==> src/rtl/csc_coef_pkg.sv <==
package csc_coef_pkg;
  localparam int unsigned COEF_W   = 64;
  localparam int unsigned FRAC_W   = 32;
  localparam int unsigned EXP_W    = 3;
  localparam int unsigned FIELD_W  = 12;
  localparam int unsigned RND_LSB  = 3;
  localparam int unsigned N_RANGE  = 6;

  typedef enum logic {
    ENC_FLOAT = 1'b0,
    ENC_FIXED = 1'b1
  } enc_mode_e;

  // range index 0..5 (smallest first) -> code 3,2,1,0,7,6
  function automatic logic [EXP_W-1:0] range_code(input logic [EXP_W-1:0] idx);
    return EXP_W'(3'd3 - idx);
  endfunction
endpackage

==> src/rtl/coef_range_sel.sv <==
module coef_range_sel #(
  parameter int unsigned MAG_W   = 63,
  parameter int unsigned FRAC_W  = 32,
  parameter int unsigned N_RANGE = 6,
  parameter int unsigned CLAMP_W = FRAC_W + N_RANGE - 4,
  parameter int unsigned IDX_W   = $clog2(N_RANGE)
) (
  input  logic [MAG_W-1:0]   mag_i,
  output logic [CLAMP_W-1:0] mag_o,
  output logic [IDX_W-1:0]   idx_o
);
  localparam int unsigned LOW_EXP = FRAC_W - 3;  // first threshold 2^-3

  logic over;
  assign over  = |mag_i[MAG_W-1:CLAMP_W];
  assign mag_o = over ? '1 : mag_i[CLAMP_W-1:0];

  logic [N_RANGE-2:0] ge;
  for (genvar g = 0; g < N_RANGE - 1; g++) begin : g_thr
    assign ge[g] = |mag_o[CLAMP_W-1:LOW_EXP+g];
  end

  // thermometer -> index
  always_comb begin
    idx_o = '0;
    for (int k = 0; k < N_RANGE - 1; k++) idx_o = idx_o + IDX_W'(ge[k]);
  end
endmodule

==> src/rtl/coef_mant_round.sv <==
module coef_mant_round #(
  parameter int unsigned MAG_W   = 34,
  parameter int unsigned FRAC_W  = 32,
  parameter int unsigned FIELD_W = 12,
  parameter int unsigned RND_LSB = 3,
  parameter int unsigned IDX_W   = 3
) (
  input  logic [MAG_W-1:0]   mag_i,
  input  logic [IDX_W-1:0]   idx_i,
  output logic [FIELD_W-1:0] field_o
);
  localparam int unsigned BASE_SH = FRAC_W - FIELD_W - 3;
  localparam logic [FIELD_W:0]   RND  = (FIELD_W+1)'(1) << (RND_LSB - 1);
  localparam logic [FIELD_W-1:0] MASK = ~((FIELD_W)'(1 << RND_LSB) - FIELD_W'(1));

  logic [MAG_W-1:0]   sh;
  logic [FIELD_W:0]   sum;
  logic               sat;
  logic [FIELD_W-1:0] pre;

  assign sh      = mag_i >> (BASE_SH + 32'(idx_i));
  assign sum     = {1'b0, sh[FIELD_W-1:0]} + RND;
  assign sat     = (|sh[MAG_W-1:FIELD_W]) | sum[FIELD_W];
  assign pre     = sat ? '1 : sum[FIELD_W-1:0];
  assign field_o = pre & MASK;
endmodule

==> src/rtl/coef_fixed_enc.sv <==
module coef_fixed_enc #(
  parameter int unsigned MAG_W   = 63,
  parameter int unsigned FRAC_W  = 32,
  parameter int unsigned INT_W   = 3,
  parameter int unsigned FIELD_W = 12
) (
  input  logic [MAG_W-1:0]         mag_i,
  output logic [INT_W+FIELD_W-1:0] body_o
);
  localparam int unsigned LIM_W = FRAC_W + INT_W;
  localparam int unsigned CUT   = FRAC_W - FIELD_W;

  logic over;
  logic unused_lo;
  assign over      = |mag_i[MAG_W-1:LIM_W];
  assign body_o    = over ? '1 : mag_i[LIM_W-1:CUT];
  assign unused_lo = ^mag_i[CUT-1:0];
endmodule

==> src/rtl/csc_coef_enc.sv <==
module csc_coef_enc
  import csc_coef_pkg::*;
#(
  parameter int unsigned IN_W = COEF_W
) (
  input  logic            clk_i,
  input  logic            rst_ni,
  input  logic            valid_i,
  input  logic            mode_i,
  input  logic [IN_W-1:0] coef_i,
  output logic            valid_o,
  output logic [15:0]     code_o
);
  localparam int unsigned MAG_W   = IN_W - 1;
  localparam int unsigned CODE_W  = 1 + EXP_W + FIELD_W;
  localparam int unsigned CLAMP_W = FRAC_W + N_RANGE - 4;
  localparam int unsigned IDX_W   = $clog2(N_RANGE);
  localparam int unsigned FIX_LIM = FRAC_W + EXP_W;

  logic               sign;
  logic [MAG_W-1:0]   mag;
  logic [CLAMP_W-1:0] mag_c;
  logic [IDX_W-1:0]   idx;
  logic [FIELD_W-1:0] field;
  logic [CODE_W-2:0]  fix_body;
  logic [CODE_W-2:0]  body;
  logic [CODE_W-1:0]  code_d;
  enc_mode_e          mode;

  assign sign = coef_i[IN_W-1];
  assign mag  = coef_i[MAG_W-1:0];
  assign mode = enc_mode_e'(mode_i);

  coef_range_sel #(
    .MAG_W(MAG_W), .FRAC_W(FRAC_W), .N_RANGE(N_RANGE),
    .CLAMP_W(CLAMP_W), .IDX_W(IDX_W)
  ) u_range (
    .mag_i(mag), .mag_o(mag_c), .idx_o(idx)
  );

  coef_mant_round #(
    .MAG_W(CLAMP_W), .FRAC_W(FRAC_W), .FIELD_W(FIELD_W),
    .RND_LSB(RND_LSB), .IDX_W(IDX_W)
  ) u_round (
    .mag_i(mag_c), .idx_i(idx), .field_o(field)
  );

  coef_fixed_enc #(
    .MAG_W(MAG_W), .FRAC_W(FRAC_W), .INT_W(EXP_W), .FIELD_W(FIELD_W)
  ) u_fixed (
    .mag_i(mag), .body_o(fix_body)
  );

  always_comb begin
    if (mode == ENC_FIXED) body = fix_body;
    else                   body = {range_code(idx), field};
    if (mag == '0) body = '0;  // zero always plain
    code_d = {sign, body};
  end

  always_ff @(posedge clk_i or negedge rst_ni) begin
    if (!rst_ni) begin
      code_o  <= '0;
      valid_o <= 1'b0;
    end else begin
      valid_o <= valid_i;
      if (valid_i) code_o <= code_d;
    end
  end

  assert_sign_R1: assert property (@(posedge clk_i) disable iff (!rst_ni)
    valid_i |=> code_o[CODE_W-1] == $past(coef_i[IN_W-1]));

  assert_exp_legal_R2: assert property (@(posedge clk_i) disable iff (!rst_ni)
    (valid_i && !mode_i) |=> (code_o[CODE_W-2 -: EXP_W] != 3'd4) &&
                             (code_o[CODE_W-2 -: EXP_W] != 3'd5));

  assert_mant_lsb_R3: assert property (@(posedge clk_i) disable iff (!rst_ni)
    (valid_i && !mode_i) |=> code_o[RND_LSB-1:0] == '0);

  assert_fixed_clamp_R6: assert property (@(posedge clk_i) disable iff (!rst_ni)
    (valid_i && mode_i && (|coef_i[MAG_W-1:FIX_LIM])) |=> code_o[CODE_W-2:0] == '1);

  assert_zero_R7: assert property (@(posedge clk_i) disable iff (!rst_ni)
    (valid_i && coef_i[MAG_W-1:0] == '0) |=> code_o[CODE_W-2:0] == '0);

  assert_valid_hi_R8: assert property (@(posedge clk_i) disable iff (!rst_ni)
    valid_i |=> valid_o);

  assert_valid_lo_R8: assert property (@(posedge clk_i) disable iff (!rst_ni)
    !valid_i |=> !valid_o);

  assert_hold_R9: assert property (@(posedge clk_i) disable iff (!rst_ni)
    !valid_i |=> $stable(code_o));
endmodule

==> config.mk <==
export PLATFORM = sky130hd
export DESIGN_NAME = csc_coef_enc
export DESIGN_NICKNAME = d
export VERILOG_FILES = /design/src/rtl/csc_coef_pkg.sv /design/src/rtl/coef_range_sel.sv /design/src/rtl/coef_mant_round.sv /design/src/rtl/coef_fixed_enc.sv /design/src/rtl/csc_coef_enc.sv
export SDC_FILE = /design/constraint.sdc
export NUM_CORES = 1
export LEC_CHECK = 0
export ABC_CLOCK_PERIOD_IN_PS = 1850
export BUFFER_PORTS_ARGS = -buffer_cell sky130_fd_sc_hd__buf_2
export CAP_MARGIN = 5
export CORE_MARGIN = 2
export CORE_UTILIZATION = 37
export CTS_CLUSTER_SIZE = 40
export DETAILED_ROUTE_END_ITERATION = 12
export GPL_ROUTABILITY_DRIVEN = 0
export PLACE_DENSITY = 0.76
export SLEW_MARGIN = 20
export SYNTH_ARGS = -nofsm -noshare
export SYNTH_HDL_FRONTEND = slang
export SYNTH_SLANG_ARGS = --single-unit
==> constraint.sdc <==
create_clock -name clk_i -period 1.85 [get_ports clk_i]
set_input_delay 0.2775 -clock clk_i [delete_from_list [all_inputs] [get_ports clk_i]]
set_output_delay 0.2775 -clock clk_i [all_outputs]
set_load 0.1 [all_outputs]
Word level (Yosys, flattened, before mapping)
Index checks and enable logic that the tools add are counted.
- flip-flop bits (word level): 17
- bits of input ports: 68
- output and inout port bits: 17
- add/sub/neg operators: 7
- shifts and indexed selects: 1
- muxes and demuxes: 5
- bitwise gates (word level): 1
- reduce and logical (&&, ||, !) cells: 8
- operator list (cell ; count):
    $logic_not 63->1 ; 1
    $mux 15 ; 3
    $mux 34 ; 1
    $shr 34x32->34 ; 1
    $reduce_or 29->1 ; 1
    $reduce_or 28->1 ; 1
    $reduce_or 22->1 ; 1
    $add 12x3->13 const B ; 1
    $mux 12 ; 1
    $add 3x1->3 ; 3
    $add 5x3->6 const A ; 1
    $reduce_or 5->1 ; 1
    $reduce_or 4->1 ; 1
    $reduce_or 3->1 ; 1
    $sub 2x3->3 const A ; 1
    $add 1x1->2 ; 1
    $reduce_or 2->1 ; 1
    $or 1x1->1 ; 1

Longest topological paths before layout
- depth after elaboration: 14
- depth in mapped cells: 24
- depth with buffers taken out: 20

By module
From an unflattened synthesis, not the netlist that was laid out.
- cell total of the unflattened synthesis: 313
- area total of the unflattened synthesis: 2733.9 µm²
- modules (own cells, without submodules) (module ; times used ; cells each ; area each (µm²)):
    coef_mant_round ; 1 ; 112 ; 1059.8
    csc_coef_enc ; 1 ; 91 ; 923.4
    coef_range_sel ; 1 ; 66 ; 476.7
    coef_fixed_enc ; 1 ; 44 ; 274.0

Worst setup path before layout
No wires, ideal clock.
- path kind: input-to-reg
- start: input port coef_i[58]
- end: register code_o[11]
- setup time: 133 ps
- arrival time: 5172 ps
- required time: 1717 ps
- slack: -3455 ps
- cell stages on the path: 21
- cell sequence: nor4_1 > nand4b_1 > or2_2 > clkbuf_1 > nor2_1 > nand2_1 > ha_1 > inv_1 > fa_1 > inv_1 > ha_1 > fa_1 > buf_6 > mux4_1 > mux2i_1 > nand2_1 > ha_1 > clkbuf_1 > o31a_1 > nor4b_1 > a211oi_1
- longest elaborated chain between the ends: 14
- elaborated cells between the ends (all ways): 21
- those cells by class: 6 x add/sub; 1 x shift; 5 x mux; 1 x bitwise; 8 x reduce/logical
- RTL lines (what ; RTL line ; source):
    start, declared ; csc_coef_enc.sv:10 ; input logic [IN_W-1:0] coef_i,
    $reduce_or 29->1 ; coef_range_sel.sv:15 ; assign over = |mag_i[MAG_W-1:CLAMP_W];
    $mux 34 ; coef_range_sel.sv:16 ; assign mag_o = over ? '1 : mag_i[CLAMP_W-1:0];
    $reduce_or 5->1 / $reduce_or 4->1 (equally long branches) ; coef_range_sel.sv:20 ; assign ge[g] = |mag_o[CLAMP_W-1:LOW_EXP+g];
    $add 1x1->2 ; coef_range_sel.sv:26 ; for (int k = 0; k < N_RANGE - 1; k++) idx_o = idx_o + IDX_W'(ge[k]);
    $add 3x1->3 (3 in a row) ; coef_range_sel.sv:26 ;
    $add 5x3->6 ; coef_mant_round.sv:21 ; assign sh = mag_i >> (BASE_SH + 32'(idx_i));
    $shr 34x32->34 ; coef_mant_round.sv:21 ;
    $add 12x3->13 / $reduce_or 22->1 (equally long branches) ; coef_mant_round.sv:22, coef_mant_round.sv:23 ;
    $or 1x1->1 ; coef_mant_round.sv:23 ; assign sat = (|sh[MAG_W-1:FIELD_W]) | sum[FIELD_W];
    $mux 12 ; coef_mant_round.sv:24 ; assign pre = sat ? '1 : sum[FIELD_W-1:0];
    $mux 15 ; csc_coef_enc.sv:55 ; if (mode == ENC_FIXED) body = fix_body;
    $mux 15 * ; csc_coef_enc.sv:57 ; if (mag == '0) body = '0;
    end signal, assigned ; csc_coef_enc.sv:67 ; if (valid_i) code_o <= code_d;
    end, declared ; csc_coef_enc.sv:12 ; output logic [15:0] code_o
Every way passes the cells marked *; elsewhere a longest branch is shown, timed or not.
A chain may end at the register's enable or synchronous reset.

Worst setup path after layout
- start: input port coef_i[40]
- end: register code_o[10]
Same word-level chain as after synthesis.

==> flow_summary.yaml <==
global_route:
  grt-ovfl-total: 0
  grt_pass1_vias: 2213
  grt_pass1_wl_um: 9960
  grt_start_max_net_pins: 18
  grt_usage: 0.230
  antenna_found_initial: 0
logic_synthesis:
  yosys-top-cells-count: "25 x o21ai_0, 17 x dfrtp_1, 15 x nor4_1, 14 x nand2_1, 10 x inv_1"
  syn_nets: 281
  syn_area_per_cell_um2: 8.78
  synth_top_area_cell: "dfrtp_1"
  ys_seq_area_frac: 0.233
  ys_ff_latch: 17
  yosysMostFrequentCell: "o21ai_0"
  synth.cell_area_um2: 1830
  ys.flop_type: "dfrtp_1"
  syn_inst: 208
  async_flop_share: 1.00
  ys_types: 51
  synth.top_cells.by_area: "dfrtp_1 23%, mux4_1 8.6%, o21ai_0 6.8%"
  synth_top_area_share: 0.233
  yosysWarnings: 0
  synth-edff-count: 0
hold_path:
  hp-class: "in -> reg"
  hold_depth: 2
route:
  wl_per_cell_um: 15.5
  viasPerCell: 5.44
  drc: 0
  dr.pass1.iters: 4
  first_iter_violations: 125
  routed_wirelength_um: 6580
  vias: 2308
  ant_nets: 0
cells_and_area:
  area_growth_pct: 71.2
  n_antenna_cell: 0
  fin_nets: 431
  drive_gt1_frac: 0.613
clock_network:
  clkTransAtPathRegs_ps: 60
  cts_tree: "yes"
  cts_buffer_depth: 2
  worstSkewPairLatency_ps: 250
  cts.sinks: 17
  cts_buffers: 3
  htreeDepth: 1
  root_buffer: "clkbuf_8"
worst_setup_path:
  path_class: "in -> reg"
  critPathArrivalTime_ps: 5040
  cp_num_cells: 20
  cp_slowest_cell: "or4b_2"
  cp-end-kind: "flip-flop"
  r2r_setup_slack_ps: 820
  cp-start-kind: "input port"
  r2r_cells: 3
  cp.required_ps: 2030
  path_cells: "buf_2 -> nor4_4 -> nand4b_1 -> or2_4 -> nor2_4 -> nand2_2 -> ha_4 -> inv_2 -> fa_1 -> inv_2 -> ha_4 -> fa_2 -> buf_6 -> mux4_2 -> mux2i_2 -> or3_4 -> or4b_2 -> nand3_2 -> o221ai_1 -> o2bb2ai_1"
  cp_max_fo: 5
  max_stage_delay_ps: 720
  critPathBufInv: 4
  path_delay_family: "simple AND/OR/NAND/NOR gates"
status:
  violations: "negative setup slack"
  status: "complete, but fails checks"
power:
  leakage_nw: 1.34
  cellPowerDensity_nw_per_um2: 397
  ir_worst_vdd_mv: 0.282
  power_mw: 1.24
sta:
  finClkSkew_ps: 0
  fin_crit_ps: 4860
  setup_viol: 12
  final_max_slew_viol_count: 0
  fin_crit_sh: 2.63
  rsz0062_at_grt: "true"
  hold_violations: 0
  tightest_slew_ps: 609
  fmax_mhz: 206
  layout_setup_ws_ps: -3010
  slew_headroom: 0.594
  hold-worst-slack_ps: 262
placed_design:
  io_buffers: 84
  hpwl_um: 4850
die:
  rows: 25
  die_y_um: 74.3
  start_util: 0.384
  die_width_um: 74.3
  io_pins: 85
  coreArea_um2: 4750
  die_area_um2: 5520
job:
  cap_violations: 0
## worst reg2reg max path, delay by kind of cell (launching register included)
family             cells  cell delay [ps]
and+or+nand+nor        2              430
DFF                    1              390
AOI/OAI and AO/OA      1               80
## cells by family (layout without fill, tap and decap cells)
family | count (synthesis) | in the layout | synth area share
and+or+nand+nor | 69 | 69 | 0.211
AOI/OAI and AO/OA | 66 | 66 | 0.244
buffers and inverters | 25 | 174 | 0.0582
muxes | 23 | 23 | 0.197
DFF | 17 | 17 | 0.233
adders and majority gates | 5 | 5 | 0.0425
xor gates and xnor gates | 3 | 3 | 0.0144
## metrics by stage
stage | utilization | setup TNS [ps] | cell area (µm²) | setup WS (ps) | std cells
floorplan | - | -31710 | 1960 | -3100 | 208
global placement | 0.590 | -32110 | 2810 | -3090 | 405
detailed placement | 0.590 | -34170 | 2810 | -3270 | 405
CTS | 0.623 | -29090 | 2960 | -2860 | 415
global route | 0.658 | -32850 | 3130 | -3220 | 424
finish | 0.658 | -30520 | 3130 | -3010 | 424
## cell type report
| cell class | count | area, µm² |
|---|---|---|
| Fill cell | 378 | 1630 |
| Multi-Input combinational cell | 166 | 1490 |
| Timing Repair Buffer | 159 | 1040 |
| Sequential cell | 17 | 425 |
| Tap cell | 67 | 83.8 |
| Clock buffer | 3 | 41.3 |
| Inverter | 11 | 41.3 |
| Clock inverter | 1 | 5.00 |
## flip-flops by register name, indices dropped and copies added (netlist names)
register	flops
code_o	16
valid_o	1
## cell usage in the layout, fill, tap and decap left out, drive strengths merged, types with 2 or more instances in the layout
master and instances:
nor4 15, fa 2, nor2b 2, o21ai 25, mux2 6, or3 6, xnor2 2, clkbuf 3
mux4 8, nor3 8, nand2 14, buf 158, mux2i 9, o211ai 5, ha 3, or2 2
nand4 3, nand3 3, a211oi 5, o221ai 2, nor2 9, nand4b 2, o2bb2ai 8, inv 11
a22o 2, a21oi 6, dfrtp 17, o311ai 2
## routing by layer
metal  track usage  share of wire  up-vias  wire length [µm]
li1              -              -     1115                 -
met1         0.287           0.41     1098              2670
met2         0.401           0.52       82              3450
met3        0.0257          0.044       13               289
met4        0.0992          0.026        0               172
met5             0              0        -                 0
## repair_timing
action,in CTS,in global routing
endpoints found under the hold margin,17,0
setup buffers,5,9
pin swaps,9,19
hold buffers,1,0
resized for setup,18,24
setup endpoints to repair,12,12
## path summary, 6_finish.rpt
| path | start | endpoint |
|---|---|---|
| worst min-delay path | coef_i[63] | code_o[15]$_DFFE_PN0P_ |
| min in group asynchronous | rst_ni | code_o[1]$_DFFE_PN0P_ |
| max in group asynchronous | rst_ni | code_o[7]$_DFFE_PN0P_ |
| worst max-delay path | coef_i[40] | code_o[10]$_DFFE_PN0P_ |
| worst max register to register | code_o[11]$_DFFE_PN0P_ | code_o[11]$_DFFE_PN0P_ |
| worst min register to register | code_o[6]$_DFFE_PN0P_ | code_o[6]$_DFFE_PN0P_ |
## power by group
part           total [mW]  leakage (nW)  switching (mW)  internal [mW]
sequential          0.414         0.190          0.0150          0.399
clock               0.267        0.0255           0.118          0.149
combinational       0.559          1.13           0.371          0.188
total                1.24          1.34           0.504          0.736
Note: power is estimated with default switching activity, not from simulation.
